==> config.mk <==
export PLATFORM = sky130hd
export DESIGN_NAME = cpu_map_redirect
export DESIGN_NICKNAME = d
export VERILOG_FILES = /design/src/rtl/remap_pkg.sv /design/src/rtl/remap_region_dec.sv /design/src/rtl/remap_map_reg.sv /design/src/rtl/remap_strobes.sv /design/src/rtl/cpu_map_redirect.sv
export SDC_FILE = /design/constraint.sdc
export NUM_CORES = 1
export LEC_CHECK = 0
export BUFFER_PORTS_ARGS = -buffer_cell sky130_fd_sc_hd__buf_2
export CORE_MARGIN = 2
export CORE_UTILIZATION = 38
export CTS_CLUSTER_SIZE = 25
export DETAILED_ROUTE_END_ITERATION = 10
export PLACE_DENSITY = 0.83
export SLEW_MARGIN = 20
export SYNTH_ARGS = -nofsm -noshare
export SYNTH_HDL_FRONTEND = slang
export SYNTH_SLANG_ARGS = --single-unit
==> constraint.sdc <==
create_clock -name clk -period 2 [get_ports clk]
set_clock_uncertainty 0.05 [all_clocks]
set_input_delay 0.3 -clock clk [delete_from_list [all_inputs] [get_ports clk]]
set_output_delay 0.3 -clock clk [all_outputs]
set_load 0.05 [all_outputs]
==> src/rtl/remap_pkg.sv <==
package remap_pkg;

  localparam int ADDR_W    = 16;
  localparam int PAGE_W    = 6;   // number of intercepted upper lines
  localparam int N_REGIONS = 8;

  // 1K page bounds of each remappable region (page = address[15:10])
  function automatic logic [PAGE_W-1:0] page_first(input int idx);
    case (idx)
      0: page_first = 6'd1;   // RAM1-3
      1: page_first = 6'd8;   // BLK1
      2: page_first = 6'd16;  // BLK2
      3: page_first = 6'd24;  // BLK3
      4: page_first = 6'd32;  // lower BLK4
      5: page_first = 6'd40;  // BLK5
      6: page_first = 6'd48;  // BLK6
      default: page_first = 6'd56; // BLK7
    endcase
  endfunction

  function automatic logic [PAGE_W-1:0] page_last(input int idx);
    case (idx)
      0: page_last = 6'd3;
      1: page_last = 6'd15;
      2: page_last = 6'd23;
      3: page_last = 6'd31;
      4: page_last = 6'd35;
      5: page_last = 6'd47;
      6: page_last = 6'd55;
      default: page_last = 6'd63;
    endcase
  endfunction

endpackage

==> src/rtl/remap_region_dec.sv <==
module remap_region_dec #(
  parameter int PAGE_W    = remap_pkg::PAGE_W,
  parameter int N_REGIONS = remap_pkg::N_REGIONS
) (
  input  logic [PAGE_W-1:0]    page,
  output logic [N_REGIONS-1:0] region_hit
);

  for (genvar g = 0; g < N_REGIONS; g++) begin : g_region
    localparam logic [PAGE_W-1:0] FIRST = remap_pkg::page_first(g);
    localparam logic [PAGE_W-1:0] LAST  = remap_pkg::page_last(g);
    assign region_hit[g] = (page >= FIRST) && (page <= LAST);
  end

endmodule

==> src/rtl/remap_map_reg.sv <==
module remap_map_reg #(
  parameter int                ADDR_W    = remap_pkg::ADDR_W,
  parameter int                N_REGIONS = remap_pkg::N_REGIONS,
  parameter logic [ADDR_W-1:0] REG_ADDR  = 16'h9C00
) (
  input  logic                 clk,
  input  logic                 rst_n,
  input  logic [ADDR_W-1:0]    cpu_a,
  input  logic                 cpu_rw,
  input  logic                 phi2,
  input  logic [N_REGIONS-1:0] cpu_d,
  output logic [N_REGIONS-1:0] map_q
);

  logic load;
  assign load = phi2 && !cpu_rw && (cpu_a == REG_ADDR);

  always_ff @(posedge clk) begin
    if (!rst_n)    map_q <= '0;
    else if (load) map_q <= cpu_d;
  end

endmodule

==> src/rtl/remap_strobes.sv <==
module remap_strobes (
  input  logic sram_sel,
  input  logic a_top,
  input  logic cpu_rw,
  input  logic phi2,
  output logic lo_ce_n,
  output logic hi_ce_n,
  output logic oe_n,
  output logic we_n
);

  always_comb begin
    lo_ce_n = !(sram_sel && !a_top);
    hi_ce_n = !(sram_sel &&  a_top);
    oe_n    = !(sram_sel &&  cpu_rw);
    we_n    = !(sram_sel && !cpu_rw && phi2);
  end

endmodule

==> src/rtl/cpu_map_redirect.sv <==
module cpu_map_redirect #(
  parameter int                ADDR_W    = remap_pkg::ADDR_W,
  parameter int                PAGE_W    = remap_pkg::PAGE_W,
  parameter int                N_REGIONS = remap_pkg::N_REGIONS,
  parameter logic [ADDR_W-1:0] REG_ADDR  = 16'h9C00,
  parameter logic [PAGE_W-1:0] DUMMY_HI  = 6'b100111
) (
  input  logic                 clk,
  input  logic                 rst_n,
  input  logic [ADDR_W-1:0]    cpu_a,
  input  logic                 cpu_rw,
  input  logic                 phi2,
  input  logic [N_REGIONS-1:0] cpu_d,
  output logic [PAGE_W-1:0]    host_a_hi,
  output logic                 sram_lo_ce_n,
  output logic                 sram_hi_ce_n,
  output logic                 sram_oe_n,
  output logic                 sram_we_n
);

  localparam int PAGE_LSB = ADDR_W - PAGE_W;

  logic [PAGE_W-1:0]    page;
  logic [N_REGIONS-1:0] region_hit;
  logic [N_REGIONS-1:0] map_q;
  logic                 sram_sel;

  assign page = cpu_a[ADDR_W-1:PAGE_LSB];

  remap_region_dec #(.PAGE_W(PAGE_W), .N_REGIONS(N_REGIONS)) u_dec (
    .page       (page),
    .region_hit (region_hit)
  );

  remap_map_reg #(.ADDR_W(ADDR_W), .N_REGIONS(N_REGIONS), .REG_ADDR(REG_ADDR)) u_map (
    .clk    (clk),
    .rst_n  (rst_n),
    .cpu_a  (cpu_a),
    .cpu_rw (cpu_rw),
    .phi2   (phi2),
    .cpu_d  (cpu_d),
    .map_q  (map_q)
  );

  assign sram_sel  = |(region_hit & map_q);
  assign host_a_hi = sram_sel ? DUMMY_HI : page;

  remap_strobes u_stb (
    .sram_sel (sram_sel),
    .a_top    (cpu_a[ADDR_W-1]),
    .cpu_rw   (cpu_rw),
    .phi2     (phi2),
    .lo_ce_n  (sram_lo_ce_n),
    .hi_ce_n  (sram_hi_ce_n),
    .oe_n     (sram_oe_n),
    .we_n     (sram_we_n)
  );

endmodule

==> out/qor.csv <==
stage,metric,value,unit
floorplan,die_h,41.4,um
placed_design,port_buffers,37,
clock_network,htree_levels,1,
sta,max-slew-margin-rel,79.8,%
critical_path,crit_end,sram_we_n,
sta,finalMaxSlewViolations,0,
cells_and_area,largest_register_ffs,8,
global_routing,grt_max_degree,17,
power_and_ir_drop,power.density,443,nW/um2
critical_path,rr_worst_depth,3,
detailed_routing,avgRoutedWirePerCell,11.2,um
yosys,yosys_warnings,0,
critical_path,r2r-start,u_map.map_q[4],
clock_network,insertion_delay,0.24,ns
sta,tightest_slew,0.303,ns
yosys,yosys.area.top_type,dfxtp_1,
yosys,synth_cell_types,19,
floorplan,initial_utilization,40.8,%
sta,finalCritPeriodShare,105,%
sta,fin_crit,2.10,ns
cells_and_area,drive_above_1_share,57.3,%
cells_and_area,area_delta_synth_final,72.6,%
yosys,synthTopCellsByArea,"dfxtp_1 30%, mux2i_1 19%, nand2_1 13%",
run,maxCapViolations,0,
clock_network,cts_root_buffer,clkbuf_4,
global_routing,grt_pass1_vias,484,
status,outcome,finished with violations,
critical_path,rrSetupSlack,1.30,ns
cells_and_area,regMostFlops,u_map.map_q,
cells_and_area,largestRegisters,u_map.map_q x8,
detailed_routing,routed_via_density,4.78,
power_and_ir_drop,power.total,0.406,mW
global_routing,antenna_found_initial,0,
cells_and_area,multi_input_area,424,um2
clock_network,clk_pin_slew,0.05,ns
yosys,seq_area_frac_synth,30.2,%
floorplan,core,1300,um2
status,violations,negative setup slack,
sta,fin_tns_setup,-0.0958,ns
global_routing,gr-total-overflow,0,
yosys,syn_nets,93,
sta,setup_viol,1,
critical_path,crit_fanout,5,
sta,hold_viol,0,
yosys,synthDominantCellAreaShare,30.2,%
cells_and_area,register_area,161,um2
detailed_routing,dr.first_iter.drc_count,4,
yosys,synth_cells,65,
power_and_ir_drop,p_leak,0.418,nW
yosys,synth_area_per_cell,8.16,um2
critical_path,reg2reg_to,u_map.map_q[4],
floorplan,row_count,13,
sta,worst_hold_slack,0.252,ns
critical_path,cp.arrival,1.75,ns
clock_network,cts_sinks,8,
sta,rsz0062_at_grt,yes,
placed_design,place_congestion,0.628,
cells_and_area,final_cells,125,
placed_design,dpl.cell_count,120,
global_routing,grt_usage,17.4,%
worst_hold_path,min_path_type,input port to flip-flop,
critical_path,path_class,flip-flop to output pin,
detailed_routing,vias,597,
clock_network,cts_tree,done,
global_routing,grt_pass1_wl,1.99,mm
detailed_routing,ant_nets,0,
clock_network,cts_made_buffers,3,
critical_path,startpoint,u_map.map_q[4],
floorplan,die-width,41.4,um
cells_and_area,antenna_cells,0,
floorplan,die-area,1710,um2
yosys,synth_area,531,um2
detailed_routing,wirelength,1.40,mm
yosys,synth-seq-cells,8,
critical_path,cp-start-kind,flip-flop,
cells_and_area,nNetsFinal,140,
clock_network,cts.path.max_buffers,2,
detailed_routing,dr.pass1.iters,4,
detailed_routing,drcViolationCount,0,
floorplan,io_pins,38,
power_and_ir_drop,ir_drop,0.273,mV
critical_path,cp-end-kind,output pin,
sta,fin_ws,-0.0958,ns
cells_and_area,fillers,122,
critical_path,worstPathRequired,1.65,ns
sta,max_freq,0.477,GHz
power by group:
part           total (mW)  internal, mW  switching [mW]
Clock               0.115        0.0681          0.0466
Combinational       0.131        0.0587          0.0727
Sequential          0.160         0.160     0.000000395
layer usage:
metal,vias to the layer above,wire (um),GRT usage [%]
li1,316,-,-
met3,2,65,1.60
met5,-,0,0
met4,0,5,7.26
met1,262,579,21.3
met2,17,749,30.9
worst min path at each step:
stage | startpoint | end | cells past startpoint
global route | cpu_d[3] | u_map.map_q[3] | 3
finish | cpu_d[6] | u_map.map_q[6] | 3
global placement | u_map.map_q[4] | u_map.map_q[4] | 2
CTS | cpu_d[6] | u_map.map_q[6] | 3
detailed placement | u_map.map_q[4] | u_map.map_q[4] | 2
floorplan | u_map.map_q[4] | u_map.map_q[4] | 2
critical path: stages, from the launching register on:
cell and delay, ns:
dfxtp_2 0.32, or3b_1 0.36, a21oi_2 0.19, a211oi_2 0.09
or3b_1 0.38, buf_6 0.16
through the flow:
| step | utilization (%) | instance area, um2 | setup slack (ns) |
|---|---|---|---|
| floorplan | - | 539 | -0.0657 |
| detailed placement | 59.6 | 776 | -0.0853 |
| global route | 70.4 | 916 | -0.161 |
| finish | 70.4 | 916 | -0.0958 |
| CTS | 65.0 | 846 | -0.0867 |
| global placement | 59.6 | 776 | -0.0188 |
cell type report:
class / instances / share of cell area (%)
Multi-Input combinational cell: 53 / 46.3
Timing Repair Buffer: 45 / 31.1
Sequential cell: 8 / 17.6
Clock buffer: 3 / 2.46
Tap cell: 15 / 2.05
Inverter: 1 / 0.410
logic make-up after synthesis:
kind of cell | after synthesis | synth area share, %
AOI/OAI and AO/OA | 5 | 5.90
and+or+nand+nor | 38 | 42.0
muxes | 10 | 18.9
buffers and inverters | 4 | 3.06
DFF | 8 | 30.2
Yosys cell counts:
| cell | n |
|---|---|
| nand2_1 | 19 |
| a21oi_1 | 3 |
| nor2_1 | 3 |
| or3b_4 | 1 |
| nand2b_1 | 5 |
| dfxtp_1 | 8 |
| or3b_1 | 2 |
| nor4_4 | 1 |
| and2_1 | 1 |
| nand3_1 | 1 |
| clkbuf_1 | 2 |
| mux2i_1 | 10 |
| inv_1 | 1 |
| nor3b_1 | 1 |
| nand2b_4 | 1 |
| a211oi_1 | 1 |
| buf_2 | 1 |
| o41ai_1 | 1 |
| nor4b_1 | 3 |
layout by cell type, fill, tap and decap left out:
| cell | count |
|---|---|
| a211oi_2 | 1 |
| a21oi_1 | 1 |
| a21oi_2 | 2 |
| and2_2 | 1 |
| buf_2 | 30 |
| buf_4 | 10 |
| buf_6 | 4 |
| buf_8 | 1 |
| clkbuf_4 | 3 |
| dfxtp_1 | 7 |
| dfxtp_2 | 1 |
| inv_1 | 1 |
| mux2i_1 | 10 |
| nand2_1 | 19 |
| nand2b_2 | 1 |
| nand2b_4 | 5 |
| nand3_1 | 1 |
| nor2_1 | 3 |
| nor3b_2 | 1 |
| nor4_4 | 1 |
| nor4b_1 | 3 |
| o41ai_4 | 1 |
| or3b_1 | 2 |
| or3b_4 | 1 |
timing repair:
item	in CTS	in global routing
pin swaps	3	1
setup endpoints to repair	7	7
hold buffers	0	0
buffers inserted	0	2
gates resized for setup	12	12
No activity file was read; power rests on OpenSTA's default activity.
